`config.mk`:
```
export PLATFORM = sky130hd
export DESIGN_NAME = aligned_fetch_unit
export DESIGN_NICKNAME = d
export VERILOG_FILES = /design/src/rtl/fetch_pkg.sv /design/src/rtl/fetch_pc_track.sv /design/src/rtl/fetch_mem_port.sv /design/src/rtl/fetch_word_buf.sv /design/src/rtl/fetch_slicer.sv /design/src/rtl/aligned_fetch_unit.sv
export SDC_FILE = /design/constraint.sdc
export NUM_CORES = 1
export LEC_CHECK = 0
export ABC_CLOCK_PERIOD_IN_PS = 6500
export BUFFER_PORTS_ARGS = -buffer_cell sky130_fd_sc_hd__buf_2
export CORE_MARGIN = 8
export CORE_UTILIZATION = 50
export CTS_CLUSTER_SIZE = 40
export DETAILED_ROUTE_END_ITERATION = 10
export GPL_TIMING_DRIVEN = 0
export PLACE_DENSITY = 0.83
export SYNTH_ARGS = -nofsm -noshare
export SYNTH_HDL_FRONTEND = slang
export SYNTH_SLANG_ARGS = --single-unit
export TNS_END_PERCENT = 50
```
`constraint.sdc`:
```
create_clock -name clk -period 6.5 [get_ports clk]
set_clock_uncertainty 0.2 [all_clocks]
set_input_delay 1.95 -clock clk [delete_from_list [all_inputs] [get_ports clk]]
set_output_delay 1.95 -clock clk [all_outputs]
set_load 0.01 [all_outputs]
```
`src/rtl/fetch_pkg.sv`:
```
package fetch_pkg;
  localparam int PARCEL_W = 32;
  localparam int WORD_W   = 64;

  // Length rule: only code 2'b11 in the first parcel means a 32-bit instruction.
  function automatic logic code_is_long(input logic [1:0] code);
    return code != 2'b11;
  endfunction

  // Byte distance to the next instruction.
  function automatic logic [3:0] pc_step(input logic is_long);
    return is_long ? 4'd8 : 4'd4;
  endfunction
endpackage

```
`src/rtl/fetch_pc_track.sv`:
```
module fetch_pc_track #(
  parameter int PC_W = 32,
  parameter logic [PC_W-1:0] RESET_PC = '0
) (
  input  logic            clk,
  input  logic            rst_n,
  input  logic            redirect_valid,
  input  logic [PC_W-1:0] redirect_pc,
  input  logic            adv,
  input  logic            adv_long,
  output logic [PC_W-1:0] pc
);
  import fetch_pkg::*;

  localparam logic [PC_W-1:0] PARCEL_MASK = ~PC_W'(3);

  logic [PC_W-1:0] pc_q;

  always_ff @(posedge clk) begin
    if (!rst_n)              pc_q <= RESET_PC & PARCEL_MASK;
    else if (redirect_valid) pc_q <= redirect_pc & PARCEL_MASK;
    else if (adv)            pc_q <= pc_q + PC_W'(pc_step(adv_long));
  end

  assign pc = pc_q;

  // step by instruction length after a handshake
  assert_pc_step_R5: assert property (@(posedge clk) disable iff (!rst_n)
    (adv && !redirect_valid && adv_long) |=> (pc_q == $past(pc_q) + PC_W'(8)));
  assert_pc_step_short_R5: assert property (@(posedge clk) disable iff (!rst_n)
    (adv && !redirect_valid && !adv_long) |=> (pc_q == $past(pc_q) + PC_W'(4)));
  // no advance without a handshake or redirect
  assert_pc_hold_R6: assert property (@(posedge clk) disable iff (!rst_n)
    (!adv && !redirect_valid) |=> $stable(pc_q));
endmodule

```
`src/rtl/fetch_mem_port.sv`:
```
module fetch_mem_port #(
  parameter int PC_W = 32
) (
  input  logic            clk,
  input  logic            rst_n,
  input  logic [PC_W-1:0] pc,
  input  logic            need_word,
  input  logic            redirect_valid,
  output logic            req_valid,
  input  logic            req_ready,
  output logic [PC_W-1:0] req_addr,
  input  logic            rsp_valid,
  output logic            load,
  output logic            drop_o
);
  localparam logic [PC_W-1:0] WORD_MASK = ~PC_W'(7);

  logic pend_q, drop_q;
  logic req_fire, rsp_take;

  assign req_valid = rst_n && need_word && !pend_q && !redirect_valid;
  assign req_addr  = pc & WORD_MASK;
  assign req_fire  = req_valid && req_ready;
  assign rsp_take  = rsp_valid && pend_q;
  assign load      = rsp_take && !drop_q && !redirect_valid;
  assign drop_o    = drop_q;

  always_ff @(posedge clk) begin
    if (!rst_n) begin
      pend_q <= 1'b0;
      drop_q <= 1'b0;
    end else begin
      if (rsp_take) begin
        pend_q <= 1'b0;
        drop_q <= 1'b0;
      end else if (req_fire) begin
        pend_q <= 1'b1;
      end
      if (redirect_valid && pend_q && !rsp_valid) drop_q <= 1'b1;
    end
  end

  // a new read only after the previous one returned
  assert_one_read_R3: assert property (@(posedge clk) disable iff (!rst_n)
    req_fire |=> !req_valid);
endmodule

```
`src/rtl/fetch_word_buf.sv`:
```
module fetch_word_buf #(
  parameter int WORD_W = 64
) (
  input  logic              clk,
  input  logic              rst_n,
  input  logic              flush,
  input  logic              load,
  input  logic [WORD_W-1:0] load_data,
  input  logic              consume_last,
  output logic              buf_valid,
  output logic [WORD_W-1:0] buf_data
);
  logic              valid_q;
  logic [WORD_W-1:0] data_q;

  always_ff @(posedge clk) begin
    if (!rst_n) begin
      valid_q <= 1'b0;
      data_q  <= '0;
    end else if (flush) begin
      valid_q <= 1'b0;
    end else if (load) begin
      valid_q <= 1'b1;
      data_q  <= load_data;
    end else if (consume_last) begin
      valid_q <= 1'b0;
    end
  end

  assign buf_valid = valid_q;
  assign buf_data  = data_q;

  // word contents only change on a fresh load
  assert_word_stable_R6: assert property (@(posedge clk) disable iff (!rst_n)
    (valid_q && !load) |=> $stable(data_q));
endmodule

```
`src/rtl/fetch_slicer.sv`:
```
module fetch_slicer (
  input  logic        buf_valid,
  input  logic [63:0] buf_data,
  input  logic        upper_half,
  input  logic        redirect_valid,
  input  logic        out_ready,
  output logic        out_valid,
  output logic [63:0] out_instr,
  output logic        out_len64,
  output logic        misalign,
  output logic        fire,
  output logic        consume_last
);
  import fetch_pkg::*;

  logic [PARCEL_W-1:0] parcel;
  logic                is_long;

  assign parcel       = upper_half ? buf_data[63:32] : buf_data[31:0];
  assign is_long      = code_is_long(parcel[1:0]);
  assign misalign     = buf_valid && is_long && upper_half && !redirect_valid;
  assign out_valid    = buf_valid && !(is_long && upper_half) && !redirect_valid;
  assign out_len64    = is_long;
  assign out_instr    = is_long ? buf_data : {32'b0, parcel};
  assign fire         = out_valid && out_ready;
  assign consume_last = fire && (is_long || upper_half);
endmodule

```
`src/rtl/aligned_fetch_unit.sv`:
```
module aligned_fetch_unit #(
  parameter int PC_W = 32,
  parameter logic [PC_W-1:0] RESET_PC = '0
) (
  input  logic            clk,
  input  logic            rst_n,
  input  logic            redirect_valid,
  input  logic [PC_W-1:0] redirect_pc,
  output logic            req_valid,
  input  logic            req_ready,
  output logic [PC_W-1:0] req_addr,
  input  logic            rsp_valid,
  input  logic [63:0]     rsp_data,
  output logic            out_valid,
  input  logic            out_ready,
  output logic [63:0]     out_instr,
  output logic            out_len64,
  output logic [PC_W-1:0] out_pc,
  output logic            fault_misalign
);
  import fetch_pkg::*;

  logic [PC_W-1:0]   pc_w;
  logic              buf_valid_w, load_w, drop_w;
  logic [WORD_W-1:0] buf_data_w;
  logic              fire_w, consume_last_w, misalign_w;

  fetch_pc_track #(.PC_W(PC_W), .RESET_PC(RESET_PC)) u_pc (
    .clk(clk), .rst_n(rst_n),
    .redirect_valid(redirect_valid), .redirect_pc(redirect_pc),
    .adv(fire_w), .adv_long(out_len64), .pc(pc_w)
  );

  fetch_mem_port #(.PC_W(PC_W)) u_port (
    .clk(clk), .rst_n(rst_n), .pc(pc_w), .need_word(!buf_valid_w),
    .redirect_valid(redirect_valid),
    .req_valid(req_valid), .req_ready(req_ready), .req_addr(req_addr),
    .rsp_valid(rsp_valid), .load(load_w), .drop_o(drop_w)
  );

  fetch_word_buf #(.WORD_W(WORD_W)) u_buf (
    .clk(clk), .rst_n(rst_n), .flush(redirect_valid),
    .load(load_w), .load_data(rsp_data), .consume_last(consume_last_w),
    .buf_valid(buf_valid_w), .buf_data(buf_data_w)
  );

  fetch_slicer u_slice (
    .buf_valid(buf_valid_w), .buf_data(buf_data_w), .upper_half(pc_w[2]),
    .redirect_valid(redirect_valid), .out_ready(out_ready),
    .out_valid(out_valid), .out_instr(out_instr), .out_len64(out_len64),
    .misalign(misalign_w), .fire(fire_w), .consume_last(consume_last_w)
  );

  assign out_pc         = pc_w;
  assign fault_misalign = misalign_w;

  // short instructions carry the 11 code and a zero upper half
  assert_short_form_R1: assert property (@(posedge clk) disable iff (!rst_n)
    (out_valid && !out_len64) |-> (out_instr[1:0] == 2'b11 && out_instr[63:32] == 32'b0));
  // long instructions only from an 8-byte boundary
  assert_long_aligned_R2: assert property (@(posedge clk) disable iff (!rst_n)
    (out_valid && out_len64) |-> (out_pc[2:0] == 3'b000));
  // fault persists until a redirect
  assert_fault_sticky_R4: assert property (@(posedge clk) disable iff (!rst_n)
    fault_misalign |=> (fault_misalign || redirect_valid));
  // a stalled offer holds
  assert_stall_hold_R6: assert property (@(posedge clk) disable iff (!rst_n)
    (out_valid && !out_ready) |=> (redirect_valid ||
      (out_valid && $stable(out_instr) && $stable(out_pc) && $stable(out_len64))));
  // redirect empties the word buffer
  assert_redirect_flush_R7: assert property (@(posedge clk) disable iff (!rst_n)
    redirect_valid |=> !buf_valid_w);
  // a stale response never fills the buffer
  assert_stale_drop_R8: assert property (@(posedge clk) disable iff (!rst_n)
    (drop_w && rsp_valid && !buf_valid_w) |=> !buf_valid_w);
endmodule

```
==> metrics.md, run 1 <==
| Metric | Value |
|---|---|
| Largest fanout on the critical path | 10 |
| Fin crit share | 87.0% |
| Area Growth Syn to Fin | 29.7% |
| Reg2Reg Setup Slack | about 3.3 ns |
| Die area | about 14000 um^2 |
| Via-per-instance ratio | 5.39 |
| Antenna diodes | 0 |
| Nets | around 1000 |
| Vias | 5581 |
| Vias in the first global route | 5368 |
| Fin. Hold Viols | 0 |
| Average routed wire per standard cell | 16.9 um |
| # DRC | 0 |
| # hold bufs at CTS | 0 |
| Max Clk Rate | 177 MHz |
| Clock-pin slew on the worst setup and hold paths | 0.10 ns |
| Worst Hold Class | reg2reg |
| CTS tree | yes |
| Startpoint Class | primary input |
| Slowest CP cell | clkbuf_1 |
| Worst skew pair latency | 0.37 ns |
| WHS Path Cells | 2 |
| Worst r2r path cells | 8 |
| Critical-path cell list | clkbuf_1 -> clkbuf_1 -> clkbuf_1 -> and3b_1 -> buf_2 |
| Die span in y | approximately 120 um |
| Die W | between 100 and 150 um |
| Routed wire length | 17.5 mm |
| First-pass GRT wire length | roughly 27 mm |
| Synth Area per Inst | 7.66 um^2 |
| Total of max-cap violations | 0 |
| Mapped cell area | 5050 um^2 |
| Data arrival, critical path | 3.51 ns |
| Sequential cell area fraction in the yosys report | around 38% |
| Slew Limit Headroom | 25.7% |
| Post-synth EDFFs | 0 |
| Post-route ant nets | 0 |
| Num CTS Buffers | 9 |
| Setup Viol. Count Final | 0 |
| Most common cell after layout, fill and taps aside | buf_2 |
| Root buffer cell | clkbuf_8 |
| Run status | complete, no violations |
| Total power | about 1.2 mW |
| Final setup TNS | 0 ns |
| Max-slew violation count | 0 |
| Slew of the pin with the lowest slew margin | 1.11 ns |
| Commonest register cell after synthesis | dfxtp_1 |
| Core area | 9770 um^2 |
| Fill cells | 900 |
| Post-CTS Setup Bufs | 0 |
| H-tree Lvls | 3 |
| CP Class | in2out |
| Final Wtd Congestion | roughly 0.9 |
| Crit. End Element | output port |
| Gr usage total | 25.0% |
| RSZ-0062 raised after global routing | false |
| Worst EP required | 4.35 ns |
| Final hold slack | 0.257 ns |
| Largest net degree at the start of global routing | 17 |
| Port Buffers | about 220 |
| Critical R2R Capture | u_pc.pc[24] |
| PD cells | between 150 and 200 nW/um^2 |
| Longest Clk Path Bufs | 2 |
| TritonCTS sink count | 97 |
| Most used cell, CP | clkbuf_1 |
| Fin crit period | 5.66 ns |
| GR Overflow Total | 0 |
| Yosys cell types | 56 |
| # resized after CTS | 0 |
| Mapped Cells | between 600 and 700 |
| Yosys warning count | 0 |
| Iteration-0 DRC Markers | 461 |
| Most frequent cells in the layout | buf_2, nand2_1, dfxtp_1 |
| Layout cell share with drive strength beyond 1 | around 34% |
| Reg2reg start | u_pc.pc[2] |
| Largest stage delay, worst path | 0.49 ns |
| Row Count | 36 |
| Ports | around 230 |
| First-pass iteration count of the detailed router | 5 |
| Maximum vdd drop | 0.000106 V |
| Asr flop ratio synth | 0% |
| DP HPWL | 13.4 mm |
| Hold path endpoint | u_buf.buf_data[30] |
| Initial Util | 51.7% |
| Initial antenna violation count | 2 |
| Seq cells post-synth | 97 |
| LEAKAGE | 3.03 nW |
| Worst Hold Launch | u_buf.buf_data[30] |
worst max path at each step:
stage                        start         to  slack, ns  depth (start not counted)
finish              redirect_valid  out_valid       0.84                          5
floorplan           redirect_valid  out_valid       1.44                          4
detailed placement  redirect_valid  out_valid       0.91                          5
CTS                 redirect_valid  out_valid       0.89                          5
global placement    redirect_valid  out_valid       0.92                          5
global route        redirect_valid  out_valid       0.77                          5
layer usage:
| metal | part of all wire (%) | vias to the layer above | track usage, % |
|---|---|---|---|
| met1 | 40 | 2538 | 29.6 |
| li1 | - | 2737 | - |
| met4 | 1.7 | 4 | 8.73 |
| met3 | 11 | 33 | 8.01 |
| met2 | 47 | 269 | 41.8 |
| met5 | 0.092 | - | 0 |
area by class of cell:
type	count	area, um^2	share of cell area, %
flip-flops and latches	97	1940	29.7
well taps	133	166	2.54
inverters	11	41.3	0.630
plain buffers	82	440	6.73
clock buffers	11	131	2.01
repair buffers	224	1120	17.1
clock inverters	5	63.8	0.974
multi-input cells	473	2640	40.4
flip-flops by register name, summed over array words and instances, names as in the netlist:
register,flops
u_buf.buf_data,64
u_pc.pc,30
u_buf.buf_valid,1
u_port.drop_o,1
u_port.pend_q,1
stage by stage:
stage	util [%]	worst slack [ns]	cells	area, um^2
final	67.0	0.843	1036	6550
after global routing	67.0	0.771	1036	6550
after CTS	67.0	0.891	1036	6550
after detailed placement	65.0	0.908	1020	6350
after global placement	65.0	0.915	1020	6350
after floorplan	-	1.44	663	5070
logic make-up after synthesis:
group / count (synthesis) / synth area share (%)
flops: 97 / 38.4
simple gates: 287 / 27.3
xor+xnor: 1 / 0.173
compound gates: 149 / 17.5
buf+inv: 93 / 9.54
fa+ha+maj: 1 / 0.248
mux: 30 / 6.69
other cells: 1 / 0.0742
critical path: cells and delay by family:
kind          cells  cell delay [ns]
buf+inv           4             1.30
simple gates      1             0.26
cells in the mapped netlist (3+ instances only):
cell / count / area, um^2
nand2_1: 161 / 604
dfxtp_1: 97 / 1940
a21oi_1: 85 / 425
clkbuf_1: 45 / 169
and3_1: 35 / 219
buf_4: 35 / 263
mux2_2: 30 / 338
o21ai_0: 15 / 75.1
nor2_1: 14 / 52.6
a31oi_1: 13 / 81.3
nand3_1: 13 / 65.1
inv_1: 9 / 33.8
nor2b_1: 9 / 56.3
nand4_1: 8 / 50.1
nor3_1: 7 / 35.0
or4_1: 7 / 52.6
nor4_1: 6 / 37.5
o21a_1: 6 / 45.0
or3_1: 5 / 31.3
o31ai_1: 4 / 30.0
a22oi_1: 3 / 22.5
a311oi_1: 3 / 26.3
a32oi_1: 3 / 26.3
and2_1: 3 / 18.8
nand2b_1: 3 / 18.8
nand3b_1: 3 / 22.5
power by group:
| group | total (mW) | switching [mW] | internal [mW] |
|---|---|---|---|
| sequential | 0.626 | 0.0182 | 0.608 |
| combinational | 0.147 | 0.0762 | 0.0709 |
| clock | 0.405 | 0.223 | 0.181 |
| total | 1.18 | 0.318 | 0.860 |
Power figures use the tool's default switching activity.
==> run 2, diff against run 1 <==
- RECOVER_POWER: default -> 100
==> run 2 against run 1 <==
Power decreased by 0.45%. Core utilization decreased by 1.3 points. Clock-buffer cell count is the same. Global-route usage did not move. Maximum frequency is 0.41% higher. Critical path type unchanged.
==> metrics.md, run 2 (synthesized netlist as in run 1, its figures left out) <==
| Metric | Value |
|---|---|
| Delay-heaviest family, CP | buffers and inverters |
| Fin crit share | 86.7% |
| Root buffer cell | clkbuf_8 |
| Die area | 13600 um^2 |
| Routed wire length | 17.5 mm |
| LEAKAGE | 2.60 nW |
| Worst EP required | 4.35 ns |
| Post-layout util | about two thirds |
| GR Overflow Total | 0 |
| Reg2Reg Setup Slack | 3.22 ns |
| CP bufs+invs | 4 |
| Startpoint Class | primary input |
| Run status | complete, no violations |
| Critical-path cell list | clkbuf_1 -> clkbuf_1 -> clkbuf_1 -> and3b_1 -> clkbuf_1 |
| Iteration-0 DRC Markers | 447 |
| Nets | 1001 |
| Slew of the pin with the lowest slew margin | 1.12 ns |
| Crit. End Element | output port |
| H-tree Lvls | 3 |
| Vias | 5585 |
| Largest fanout on the critical path | 10 |
| Most used cell, CP | clkbuf_1 |
| # DRC | 0 |
| TritonCTS sink count | 97 |
| Clock-pin slew on the worst setup and hold paths | 0.09 ns |
| Maximum vdd drop | 0.000106 V |
| Post-route ant nets | 0 |
| Top routing layer in use | met5 |
| Slowest CP cell | clkbuf_1 |
| PD cells | about 180 nW/um^2 |
| Initial antenna violation count | 2 |
| Post-CTS Setup Bufs | 0 |
| Largest net degree at the start of global routing | 17 |
| Initial Util | 51.7% |
| Die W | around 120 um |
| DP HPWL | approximately 13 mm |
| Row Count | 36 |
| Gr usage total | 25.0% |
| First-pass GRT wire length | roughly 27 mm |
| Final setup TNS | 0 ns |
| Largest stage delay, worst path | 0.48 ns |
| Most common cell after layout, fill and taps aside | nand2_1 |
| Layout cell share with drive strength beyond 1 | 23.3% |
| M1 WL | 6.87 mm |
| Fin. Hold Viols | 0 |
| Crit. Startpoint | redirect_valid |
| Reg2reg start | u_pc.pc[2] |
| Slew Limit Headroom | 25.0% |
| Max-slew violation count | 0 |
| Most frequent cells in the layout | nand2_1, clkbuf_1, buf_2 |
| Final Wtd Congestion | 0.902 |
| Worst Hold Class | reg2reg |
| CP Class | in2out |
| Port Buffers | 224 |
| Max Clk Rate | 177 MHz |
| Die span in y | 117 um |
| DR WL met2 | 8.20 mm |
| # hold bufs at CTS | 0 |
| Worst skew pair latency | roughly 0.37 ns |
| Total power | 1.17 mW |
| First-pass iteration count of the detailed router | 5 |
| Ports | 234 |
| CTS tree | yes |
| Metal3 WL | 2.02 mm |
| Max FFs per register | 64 |
| Via-per-instance ratio | roughly 5.4 |
| Core area | 9770 um^2 |
| Num CTS Buffers | 9 |
| # resized after CTS | 0 |
| Area Growth Syn to Fin | 27.2% |
| Average routed wire per standard cell | ~17 um |
| Setup Viol. Count Final | 0 |
| Worst Hold Launch | u_buf.buf_data[4] |
| RSZ-0062 raised after global routing | false |
| Fin crit period | ~5.6 ns |
| Total of max-cap violations | 0 |
| Longest Clk Path Bufs | 2 |
| Data arrival, critical path | approximately 3.5 ns |
| Vias in the first global route | 5368 |
## run 2: cell types whose count changed in the layout (fill, tap and decap cells not counted), sizes merged
cell / before / now
clkbuf: 56 / 183
buf: 261 / 134
diode: 0 / 1
## run 2: metrics by stage
step	hold slack [ns]	setup slack (ns)	std cells	area [um^2]
2_1_floorplan	0.233	1.44	663	5070
3_3_place_gp	0.241	0.915	1020	6350
3_5_place_dp	0.246	0.908	1020	6350
4_1_cts	0.259	0.891	1036	6550
5_1_grt	0.273	0.769	1036	6420
6_report	0.257	0.866	1037	6420
## run 2: power breakdown
group | leakage, nW | internal (mW) | total (mW) | switching, mW
Clock | 0.0941 | 0.181 | 0.404 | 0.223
Combinational | 1.72 | 0.0663 | 0.143 | 0.0762
Sequential | 0.788 | 0.608 | 0.626 | 0.0181
## run 2: cell type report
| type | instances | area, um^2 |
|---|---|---|
| clock inverters | 5 | 63.8 |
| fillers | 961 | 3350 |
| multi-input cells | 473 | 2640 |
| repair buffers | 224 | 998 |
| plain buffers | 82 | 440 |
| flip-flops and latches | 97 | 1940 |
| clock buffers | 11 | 131 |
| well taps | 133 | 166 |
| inverters | 11 | 41.3 |
| diodes | 1 | 2.50 |
## run 2: worst min-delay path: stages, from the launching register on
cell and delay [ns]:
dfxtp_1 0.32, nand2_1 0.05, a21oi_1 0.05
## run 2: path summary, 6_finish.rpt
kind	end	depth (start not counted)
max	out_valid	5
min	u_buf.buf_data[4]	2
max reg2reg	u_pc.pc[24]	8
min reg2reg	u_buf.buf_data[4]	2
## run 2: per-layer routing
| metal | vias to the layer above | track usage, % |
|---|---|---|
| li1 | 2739 | - |
| met1 | 2529 | 29.6 |
| met2 | 275 | 41.8 |
| met3 | 38 | 8.01 |
| met4 | 4 | 8.73 |
| met5 | - | 0 |
